==> config.mk <==
export PLATFORM = sky130hd
export DESIGN_NAME = tmr_route_top
export DESIGN_NICKNAME = d
export VERILOG_FILES = /design/src/rtl/tmr_route_pkg.sv /design/src/rtl/tmr_trgo_sel.sv /design/src/rtl/tmr_dma_route.sv /design/src/rtl/tmr_ti1_comb.sv /design/src/rtl/tmr_route_top.sv
export SDC_FILE = /design/constraint.sdc
export NUM_CORES = 1
export LEC_CHECK = 0
export BUFFER_PORTS_ARGS = -buffer_cell sky130_fd_sc_hd__buf_2
export CAP_MARGIN = 20
export CORE_AREA = 5 5 42 44
export CTS_CLUSTER_DIAMETER = 50
export DETAILED_ROUTE_END_ITERATION = 8
export DIE_AREA = 0 0 47 49
export SYNTH_ARGS = -nofsm -noshare
export SYNTH_HDL_FRONTEND = slang
export SYNTH_SLANG_ARGS = --single-unit
==> constraint.sdc <==
create_clock -name clk -period 1.2 [get_ports clk]
set_input_delay 0.12 -clock clk [delete_from_list [all_inputs] [get_ports clk]]
set_output_delay 0.12 -clock clk [all_outputs]
set_load 0.02 [all_outputs]
==> src/rtl/tmr_route_pkg.sv <==
package tmr_route_pkg;

  localparam int MODE_W  = 3;
  localparam int TI_PINS = 3;

  typedef enum logic [MODE_W-1:0] {
    MSRC_UG     = 3'd0,
    MSRC_CEN    = 3'd1,
    MSRC_UPD    = 3'd2,
    MSRC_CPULSE = 3'd3,
    MSRC_OC1    = 3'd4,
    MSRC_OC2    = 3'd5,
    MSRC_OC3    = 3'd6,
    MSRC_OC4    = 3'd7
  } msrc_e;

  // choose the same-cycle value when synchronisation bypasses the lag
  function automatic logic lag_or_pass(input logic sync, input logic now_v,
                                       input logic prev_v);
    return sync ? now_v : prev_v;
  endfunction

  // channel-1 input forming
  function automatic logic ti1_form(input logic sel,
                                    input logic [TI_PINS-1:0] p);
    return sel ? (^p) : p[0];
  endfunction

  // per-channel request selection
  function automatic logic dma_pick(input logic on_upd, input logic upd,
                                    input logic ch_evt);
    return on_upd ? upd : ch_evt;
  endfunction

endpackage

==> src/rtl/tmr_trgo_sel.sv <==
module tmr_trgo_sel
  import tmr_route_pkg::*;
#(
  parameter int NUM_OC = 4
) (
  input  logic              clk,
  input  logic              rst_n,
  input  logic [MODE_W-1:0] mode,
  input  logic              sync,
  input  logic              ug_wr,
  input  logic              rst_trig,
  input  logic              cen_bit,
  input  logic              gate_trig,
  input  logic              upd_evt,
  input  logic              cc1_evt,
  input  logic [NUM_OC-1:0] oc_ref,
  output logic              trgo
);

  localparam int NSRC    = 1 << MODE_W;
  localparam int OC_BASE = 4;
  localparam int OC_SLOT = NSRC - OC_BASE;

  // delay stages
  logic ug_q, rtrig_q, gtrig_q, cpulse_q, past_ok;

  always_ff @(posedge clk or negedge rst_n) begin
    if (!rst_n) begin
      ug_q     <= 1'b0;
      rtrig_q  <= 1'b0;
      gtrig_q  <= 1'b0;
      cpulse_q <= 1'b0;
      past_ok  <= 1'b0;
    end else begin
      ug_q     <= ug_wr;
      rtrig_q  <= rst_trig;
      gtrig_q  <= gate_trig;
      cpulse_q <= cc1_evt;
      past_ok  <= 1'b1;
    end
  end

  // named source wires
  logic src_ug, src_cen, src_upd, src_cpulse;
  logic [NSRC-1:0] srcv;

  assign src_ug     = ug_q | lag_or_pass(sync, rst_trig, rtrig_q);
  assign src_cen    = cen_bit | lag_or_pass(sync, gate_trig, gtrig_q);
  assign src_upd    = upd_evt;
  assign src_cpulse = cpulse_q;

  assign srcv[MSRC_UG]     = src_ug;
  assign srcv[MSRC_CEN]    = src_cen;
  assign srcv[MSRC_UPD]    = src_upd;
  assign srcv[MSRC_CPULSE] = src_cpulse;

  for (genvar g = 0; g < OC_SLOT; g++) begin : g_oc
    if (g < NUM_OC) begin : g_has
      assign srcv[OC_BASE+g] = oc_ref[g];
    end else begin : g_none
      assign srcv[OC_BASE+g] = 1'b0;
    end
  end

  assign trgo = srcv[mode];

  // R2 update-generate appears one cycle after the write
  a_r2_ug_next: assert property (@(posedge clk) disable iff (!rst_n)
    (past_ok && mode == MSRC_UG && $past(ug_wr)) |-> trgo);

  // R3 synchronised gated trigger passes in the same cycle
  a_r3_gate_bypass: assert property (@(posedge clk) disable iff (!rst_n)
    (mode == MSRC_CEN && sync) |-> (trgo == (cen_bit | gate_trig)));

  // R3 unsynchronised gated trigger lags one cycle
  a_r3_gate_lag: assert property (@(posedge clk) disable iff (!rst_n)
    (past_ok && mode == MSRC_CEN && !sync) |->
      (trgo == (cen_bit | $past(gate_trig))));

  // R4 update event passes directly
  a_r4_upd_direct: assert property (@(posedge clk) disable iff (!rst_n)
    (mode == MSRC_UPD) |-> (trgo == upd_evt));

  // R5 compare pulse follows each channel-1 event by one cycle
  a_r5_cmp_pulse: assert property (@(posedge clk) disable iff (!rst_n)
    (past_ok && mode == MSRC_CPULSE) |-> (trgo == $past(cc1_evt)));

  // R6 reference waveform selection
  a_r6_oc_ref: assert property (@(posedge clk) disable iff (!rst_n)
    (mode == MSRC_OC1) |-> (trgo == oc_ref[0]));

endmodule

==> src/rtl/tmr_dma_route.sv <==
module tmr_dma_route
  import tmr_route_pkg::*;
#(
  parameter int NUM_CH = 4
) (
  input  logic              clk,
  input  logic              rst_n,
  input  logic              on_upd,
  input  logic              upd_evt,
  input  logic [NUM_CH-1:0] cc_evt,
  output logic [NUM_CH-1:0] dma_req
);

  for (genvar c = 0; c < NUM_CH; c++) begin : g_ch
    assign dma_req[c] = dma_pick(on_upd, upd_evt, cc_evt[c]);
  end

  // R7 channel-event routing
  a_r7_on_channel: assert property (@(posedge clk) disable iff (!rst_n)
    !on_upd |-> (dma_req == cc_evt));

  // R8 update-event routing on every channel
  a_r8_on_update: assert property (@(posedge clk) disable iff (!rst_n)
    on_upd |-> (dma_req == {NUM_CH{upd_evt}}));

endmodule

==> src/rtl/tmr_ti1_comb.sv <==
module tmr_ti1_comb
  import tmr_route_pkg::*;
(
  input  logic               clk,
  input  logic               rst_n,
  input  logic               xor_sel,
  input  logic [TI_PINS-1:0] pin,
  output logic               ti1
);

  assign ti1 = ti1_form(xor_sel, pin);

  // R9 single-pin path
  a_r9_single_pin: assert property (@(posedge clk) disable iff (!rst_n)
    !xor_sel |-> (ti1 == pin[0]));

  // R9 three-pin parity path
  a_r9_xor_pins: assert property (@(posedge clk) disable iff (!rst_n)
    xor_sel |-> (ti1 == ($countones(pin) % 2 == 1)));

endmodule

==> src/rtl/tmr_route_top.sv <==
module tmr_route_top
  import tmr_route_pkg::*;
#(
  parameter int NUM_CH = 4
) (
  input  logic                       clk,
  input  logic                       rst_n,
  input  logic [2:0]                 mst_mode,
  input  logic                       mst_sync,
  input  logic                       dma_on_upd,
  input  logic                       ti1_xor_sel,
  input  logic                       ug_wr,
  input  logic                       cen_bit,
  input  logic                       slv_mode_reset,
  input  logic                       slv_mode_gated,
  input  logic                       slv_trig,
  input  logic                       upd_evt,
  input  logic [NUM_CH-1:0]          cc_evt,
  input  logic [NUM_CH-1:0]          oc_ref,
  input  logic [2:0]                 ch_pin,
  output logic                       trgo,
  output logic [NUM_CH-1:0]          dma_req,
  output logic                       ti1
);

  // slave-derived trigger events
  logic rst_trig, gate_trig;
  assign rst_trig  = slv_mode_reset & slv_trig;
  assign gate_trig = slv_mode_gated & slv_trig;

  tmr_trgo_sel #(.NUM_OC(NUM_CH)) u_trgo (
    .clk       (clk),
    .rst_n     (rst_n),
    .mode      (mst_mode),
    .sync      (mst_sync),
    .ug_wr     (ug_wr),
    .rst_trig  (rst_trig),
    .cen_bit   (cen_bit),
    .gate_trig (gate_trig),
    .upd_evt   (upd_evt),
    .cc1_evt   (cc_evt[0]),
    .oc_ref    (oc_ref),
    .trgo      (trgo)
  );

  tmr_dma_route #(.NUM_CH(NUM_CH)) u_dma (
    .clk     (clk),
    .rst_n   (rst_n),
    .on_upd  (dma_on_upd),
    .upd_evt (upd_evt),
    .cc_evt  (cc_evt),
    .dma_req (dma_req)
  );

  tmr_ti1_comb u_ti1 (
    .clk     (clk),
    .rst_n   (rst_n),
    .xor_sel (ti1_xor_sel),
    .pin     (ch_pin),
    .ti1     (ti1)
  );

  // R1 outputs quiet right after reset with idle inputs
  a_r1_idle_quiet: assert property (@(posedge clk) disable iff (!rst_n)
    ($rose(rst_n) && !ug_wr && !slv_trig && !cen_bit && !upd_evt &&
     cc_evt == '0 && oc_ref == '0 && ch_pin == '0) |-> (!trgo && dma_req == '0 && !ti1));

endmodule

==> After elaboration in Yosys (flattened, before gate mapping) <==
Cells that the tools add are included.
{ "word_totals": {"out_inout_bits": 6, "regBits": 4, "in_bits": 25} }
{ "classes": {"n_reduce_logical": 1, "order_cmp": 1, "bitwise_logic": 4, "n_mux": 9} }
{ "ops": {"columns": ["cell", "count"], "rows": [
  ["2-to-1 mux 1 bit", 8],
  ["< comparator 3 x 4 -> 1 bit, second input constant", 1],
  ["binary-select mux 1 bit (select 3 bit)", 1],
  ["parity 3 bit", 1],
  ["bitwise AND 1 bit", 2],
  ["OR 1 bit", 2]
]} }

==> Longest topological paths before layout <==
Gate-level depths: netlist of run 1.
{ "logic_depth": {"depth_word": 5, "mapped_depth": 4} }

==> Cells and area by module <==
Synthesis of run 1 repeated with hierarchy kept, for this count alone.
{ "unflattened": {"cells_unflattened": 22, "hier_area_um2": 262.8} }
{ "by_module_without_submodules": {"columns": ["mod", "cells_each", "area_each_um2", "seq_area_each_um2", "n_inst"], "rows": [
  ["tmr_trgo_sel", 13, 183.9, 100.1, 1],
  ["tmr_dma_route", 4, 45.0, 0.0, 1],
  ["tmr_ti1_comb", 3, 21.3, 0.0, 1],
  ["tmr_route_top", 2, 12.5, 0.0, 1]
]} }

==> Least setup slack after synthesis of run 1 <==
OpenSTA, ideal clock, no wires.
{ "synth_timing": {"path_type": "flip-flop to output port", "from": "reg u_trgo.rtrig_q", "to": "out trgo", "path_buffers": 0, "path_stages_with_launch": 4, "arrival_time_ns": 0.936, "path_slack_ns": 0.144, "required_time_ns": 1.080, "cell_sequence": "dfrtp_1 -> mux2_4 -> o31ai_2 -> a21oi_1"} }
{ "synth_via": {"elab_chain_len": 4} }
{ "synth_lines": {"columns": ["element", "line", "rtl"], "rows": [
  ["from (decl)", "tmr_trgo_sel.sv:25", "logic ug_q, rtrig_q, gtrig_q, cpulse_q, past_ok;"],
  ["from (signal assigned)", "tmr_trgo_sel.sv:36", "rtrig_q <= rst_trig;"],
  ["2-to-1 mux 1 bit", "tmr_route_pkg.sv:20", "return sync ? now_v : prev_v;"],
  ["OR 1 bit", "tmr_trgo_sel.sv:47", "assign src_ug = ug_q | lag_or_pass(sync, rst_trig, rtrig_q);"],
  ["binary-select mux 1 bit (select 3 bit)", "tmr_trgo_sel.sv:65", "assign trgo = srcv[mode];"],
  ["2-to-1 mux 1 bit (implied by the code)", "tmr_trgo_sel.sv:65", null],
  ["to (decl)", "tmr_route_top.sv:21", "output logic trgo,"]
]} }
Every way passes these cells. The select of a mux whose other input is x is not followed.

==> Worst setup path after layout of run 1 <==
Ends and elaborated chain as after synthesis.

==> impl_metrics.env, run 1 <==
export IMPL_fin_util_pct=37.5
export IMPL_fmax_mhz=725
export IMPL_grt_total_usage_pct=8.06
export IMPL_use_met3_pct=4.80
export IMPL_layout_drive_gt1_share_pct=55.9
export IMPL_critPathArrivalTime_ns=1.26
export IMPL_peakVddDrop_mv=0.502
export IMPL_hold_violations=0
export IMPL_multiInputGateArea_um2=185
export IMPL_cp_required_ns=1.08
export IMPL_cts_sinks=4
export IMPL_netlist_area_um2=288
export IMPL_cts_tree="built"
export IMPL_start_util_pct=20.5
export IMPL_dr_first_iter_drc_count=1
export IMPL_p_leak_uw=0.000288
export IMPL_power_density_nw_per_um2=873
export IMPL_crit_path_max_incr_delay_ns=0.35
export IMPL_cp_max_fo=1
export IMPL_pin_count=31
export IMPL_crit_path_start_kind="flop"
export IMPL_internal_power_uw=334
export IMPL_nFillCells=158
export IMPL_layoutNonFillerInstCount=84
export IMPL_pre_cts_slack_ns=0.0322
export IMPL_grt_util_met1_pct=6.68
export IMPL_violations="negative setup slack"
export IMPL_worst_setup_path_end_kind="output port"
export IMPL_setup_tns_ns=-0.180
export IMPL_place_inst=78
export IMPL_path_cells="mux2_4 > o31ai_4 > a21oi_2 > buf_4"
export IMPL_grt_busiest_layer="met2"
export IMPL_synth_cell_type_count=17
export IMPL_ff_latch_area_um2=100
export IMPL_overflow=0
export IMPL_syn_to_final_growth_pct=82.6
export IMPL_die_area_um2=2300
export IMPL_antenna_cells=0
export IMPL_antenna_found_initial=0
export IMPL_crit_type="reg2out"
export IMPL_synth_warnings=0
export IMPL_critPathSlowestCell="dfrtp_1"
export IMPL_worst_slack_ns=-0.180
export IMPL_synth_nets=57
export IMPL_slew_headroom_pct=89.8
export IMPL_p_total_uw=459
export IMPL_ctsLongestPathBuffers=2
export IMPL_place_congestion=0.639
export IMPL_tightest_slew_ns=0.149
export IMPL_grt_met2_usage_pct=14.0
export IMPL_grt_pass1_vias=356
export IMPL_ant_nets=0
export IMPL_syn_area_per_cell_um2=8.99
export IMPL_grt_pass1_wl_um=1300
export IMPL_switching_share_pct=27.2
export IMPL_p_clk_share_pct=34.2
export IMPL_layout_min_cycle_time_ns=1.38
export IMPL_p_switching_uw=125
export IMPL_setup_viol=1
export IMPL_port_buffers=30
export IMPL_root_buffer="clkbuf_4"
export IMPL_path_delay_family="flip-flops"
export IMPL_wl_per_cell_um=9.95
export IMPL_rows=14
export IMPL_ys_seq_elements=4
export IMPL_sequentialPowerShare_pct=31.7
export IMPL_status="finished, violations left"
export IMPL_comb_power_share_pct=34.1
export IMPL_die_h_um=49
export IMPL_dr_total_vias=359
export IMPL_slew_viol_final=0
export IMPL_critical_path_buf_inv_count=1
export IMPL_grt_max_degree=6
export IMPL_min_path_type="in2reg"
export IMPL_rsz0062_at_grt="true"
export IMPL_nets=95
export IMPL_maxCapViolCount=0
export IMPL_fp_dieW_um=47
export IMPL_vias_per_cell=4.27
export IMPL_finalCritPeriodShare_pct=115
export IMPL_clk_pin_slew_ns=0.03
export IMPL_seq_area_frac_synth_pct=34.8
export IMPL_coreArea_um2=1400
export IMPL_htree_levels=1
export IMPL_drc=0
export IMPL_syn_inst=32
export IMPL_first_pass_iters=4
export IMPL_cts_made_buffers=3
export IMPL_drt_wl_total_um=836
==> flip-flops by register name (all words and copies together) (netlist names) <==
register / cells
u_trgo.ug_q: 1
u_trgo.cpulse_q: 1
u_trgo.gtrig_q: 1
u_trgo.rtrig_q: 1
==> final timing paths <==
check / from / endpoint / cells after the start
max in group asynchronous: rst_n / u_trgo.cpulse_q$_DFF_PN0_ / 2
worst min-delay path: slv_mode_reset / u_trgo.rtrig_q$_DFF_PN0_ / 2
worst max-delay path: u_trgo.rtrig_q$_DFF_PN0_ / trgo / 4
min in group asynchronous: rst_n / u_trgo.rtrig_q$_DFF_PN0_ / 2
==> metrics by stage <==
step                area, µm²  hold WS (ns)
finish                    526         0.136
global route              526         0.121
CTS                       500       0.00277
detailed placement        458       -0.0715
global placement          458       -0.0696
floorplan                 288        -0.176
==> synth_stat cells <==
master	instances	area [µm²]
a21oi_1	1	5.00
o21ai_0	4	20.0
nand4b_1	1	8.76
mux2i_1	3	30.0
dfrtp_1	4	100
o31ai_2	1	12.5
mux2_4	1	15.0
nand2b_1	1	6.26
nand3_1	3	15.0
inv_1	4	15.0
nand3b_1	2	15.0
and2_4	1	8.76
xor2_1	1	8.76
and2_2	1	7.51
nand2_1	2	7.51
xnor2_1	1	8.76
nor2_1	1	3.75
==> cell type report <==
class | instances | share of cell area [%]
flip-flops and latches | 4 | 19.0
multi-input cells | 24 | 35.2
well taps | 16 | 3.81
inverters | 4 | 2.86
clock buffers | 3 | 4.29
repair buffers | 33 | 34.8
==> per-layer routing <==
metal	share of wire (%)	vias up
li1	-	183
met2	54	14
met1	34	162
met4	0	0
met5	0	-
met3	12	0
==> power groups by stage <==
| stage | registers (µW) | clock network, µW | logic (µW) |
|---|---|---|---|
| 6_report | 145 | 157 | 157 |
| 5_1_grt | 146 | 180 | 172 |
| 3_5_place_dp | 146 | 0 | 142 |
| 2_1_floorplan | 146 | 0 | 69.5 |
| 4_1_cts | 145 | 171 | 147 |
| 3_3_place_gp | 146 | 0 | 139 |
==> cell families after synthesis <==
kind of cell | Yosys count | share of synthesized area [%]
compound gates | 6 | 13.0
buf+inv | 4 | 5.22
simple gates | 12 | 25.2
flops | 4 | 34.8
xor+xnor | 2 | 6.09
mux | 4 | 15.7
==> what timing repair did <==
| action | CTS | global route |
|---|---|---|
| setup buffers | 0 | 0 |
| gates resized for setup | 0 | 3 |
| hold buffers | 2 | 1 |
| setup endpoints to repair | 1 | 1 |
| pin swaps | 0 | 1 |
| endpoints found under the hold margin | 5 | 1 |
==> placed cells by master, fill, tap and decap left out, types with 2 or more instances in the layout <==
master         instances
buf_2                 29
inv_1                  4
o21ai_0                4
dfrtp_1                4
nand3_1                3
mux2i_1                3
clkbuf_4               3
dlygate4sd3_1          3
nand2_1                2
nand3b_1               2
Note: power is estimated with default switching activity, not from simulation.
==> inputs of run 2 (changes only) <==
--- a/config.mk
+++ b/config.mk
@@ -11,6 +11,8 @@
 export CTS_CLUSTER_DIAMETER = 50
 export DETAILED_ROUTE_END_ITERATION = 8
 export DIE_AREA = 0 0 47 49
+export SETUP_SLACK_MARGIN = 0.5
+export SKIP_CTS_REPAIR_TIMING = 1
 export SYNTH_ARGS = -nofsm -noshare
 export SYNTH_HDL_FRONTEND = slang
 export SYNTH_SLANG_ARGS = --single-unit
==> run 2 against run 1 <==
  * The flow finishes with violations (negative hold slack, negative setup slack)
  * Count of clock-buffer cells in the layout did not move
  * Sequential power barely moved
  * Routed wire length fell by 5.9%
  * Combinational power rose by 4%
  * Final area rose by 0.24%
  * First-iteration DRC count did not move
  * Critical path type unchanged
==> impl_metrics.env, run 2 (synthesis gave the netlist of run 1 again) <==
export IMPL_cts_made_buffers=3
export IMPL_drc=0
export IMPL_layoutNonFillerInstCount=82
export IMPL_slew_viol_final=0
export IMPL_cp_required_ns=1.08
export IMPL_fp_dieW_um=47
export IMPL_cp_max_fo=1
export IMPL_ctsLongestPathBuffers=2
export IMPL_final_cell_mix="buf_2, inv_1, o21ai_1, dfrtp_1"
export IMPL_fmax_mhz=725
export IMPL_layout_drive_gt1_share_pct=60.6
export IMPL_syn_to_final_growth_pct=83.0
export IMPL_first_pass_iters=3
export IMPL_coreArea_um2=1400
export IMPL_whs_endpoint="u_trgo.ug_q$_DFF_PN0_"
export IMPL_crit_path_max_incr_delay_ns=0.35
export IMPL_rows=14
export IMPL_status="finished, violations left"
export IMPL_path_cells="mux2_4 > o31ai_4 > a21oi_2 > buf_2"
export IMPL_wl_per_cell_um=9.60
export IMPL_port_buffers=30
export IMPL_hp_start="ug_wr"
export IMPL_crit_type="reg2out"
export IMPL_violations="negative hold slack, negative setup slack"
export IMPL_setup_tns_ns=-0.179
export IMPL_ant_nets=0
export IMPL_critPathSlowestCell="dfrtp_1"
export IMPL_grt_max_degree=6
export IMPL_critPathArrivalTime_ns=1.26
export IMPL_crit_path_start_kind="flop"
export IMPL_layout_min_cycle_time_ns=1.38
export IMPL_whs_ns=-0.000863
export IMPL_start_util_pct=20.5
export IMPL_peakVddDrop_mv=0.460
export IMPL_dr_first_iter_drc_count=1
export IMPL_place_congestion=0.607
export IMPL_pre_cts_slack_ns=0.0399
export IMPL_die_area_um2=2300
export IMPL_antenna_found_initial=0
export IMPL_antenna_cells=0
export IMPL_grt_pass1_wl_um=1080
export IMPL_grt_total_usage_pct=6.22
export IMPL_final_common_cell="buf_2"
export IMPL_place_inst=78
export IMPL_root_buffer="clkbuf_4"
export IMPL_cts_tree="built"
export IMPL_grt_pass1_vias=303
export IMPL_slew_headroom_pct=87.8
export IMPL_hpwl_um=670
export IMPL_finalCritPeriodShare_pct=115
export IMPL_tightest_slew_ns=0.183
export IMPL_die_h_um=49
export IMPL_rsz0062_at_grt="true"
export IMPL_worst_slack_ns=-0.179
export IMPL_power_density_nw_per_um2=884
export IMPL_maxCapViolCount=0
export IMPL_p_leak_uw=0.000290
export IMPL_clk_pin_slew_ns=0.03
export IMPL_p_total_uw=465
export IMPL_overflow=0
export IMPL_worst_setup_path_end_kind="output port"
export IMPL_vias_per_cell=4.09
export IMPL_pin_count=31
export IMPL_nets=93
export IMPL_hold_depth=1
export IMPL_drt_wl_total_um=787
export IMPL_setup_viol=1
export IMPL_hold_violations=1
export IMPL_htree_levels=1
export IMPL_cts_sinks=4
export IMPL_min_path_type="in2reg"
export IMPL_dr_total_vias=335
## run 2: area by class of cell
| cell class | instances | area (µm²) |
|---|---|---|
| multi-input cells | 24 | 195 |
| flip-flops and latches | 4 | 100 |
| well taps | 16 | 20.0 |
| repair buffers | 31 | 174 |
| inverters | 4 | 15.0 |
| clock buffers | 3 | 22.5 |
| fillers | 150 | 875 |
## run 2: power breakdown
part | switching [µW] | internal, µW | leakage, µW
combinational | 78.8 | 84.3 | 0.000227
clock | 46.0 | 111 | 0.0000138
sequential | 2.55 | 143 | 0.0000491
total | 127 | 338 | 0.000290
## run 2: worst max path at each step
stage | from | end | slack (ns)
3_5_place_dp | slv_mode_reset | trgo | 0.04
3_3_place_gp | slv_mode_reset | trgo | 0.04
5_1_grt | u_trgo.rtrig_q$_DFF_PN0_ | trgo | -0.21
2_1_floorplan | u_trgo.rtrig_q$_DFF_PN0_ | trgo | 0.17
6_report | u_trgo.rtrig_q$_DFF_PN0_ | trgo | -0.18
4_1_cts | u_trgo.rtrig_q$_DFF_PN0_ | trgo | -0.20
## run 2: critical path, delay by kind of cell, from the launching register on
family	cells	cell delay [ns]
mux	1	0.28
buf+inv	1	0.15
compound gates	2	0.25
flops	1	0.35
## run 2: stage by stage
stage / util, % / cell area, µm² / hold slack, ns
final: 37.6 / 527 / -0.000863
after global routing: 37.6 / 527 / 0.00454
after CTS: 35.7 / 500 / -0.317
after detailed placement: 34.1 / 478 / -0.0718
after global placement: 34.1 / 478 / -0.0722
after floorplan: - / 308 / -0.176
## run 2: routing by layer
metal	up-vias	wire [µm]	track usage [%]
met3	0	119	1.85
met2	22	351	8.82
met1	132	316	7.80
met5	-	0	0
met4	0	0	4.15
li1	181	-	-
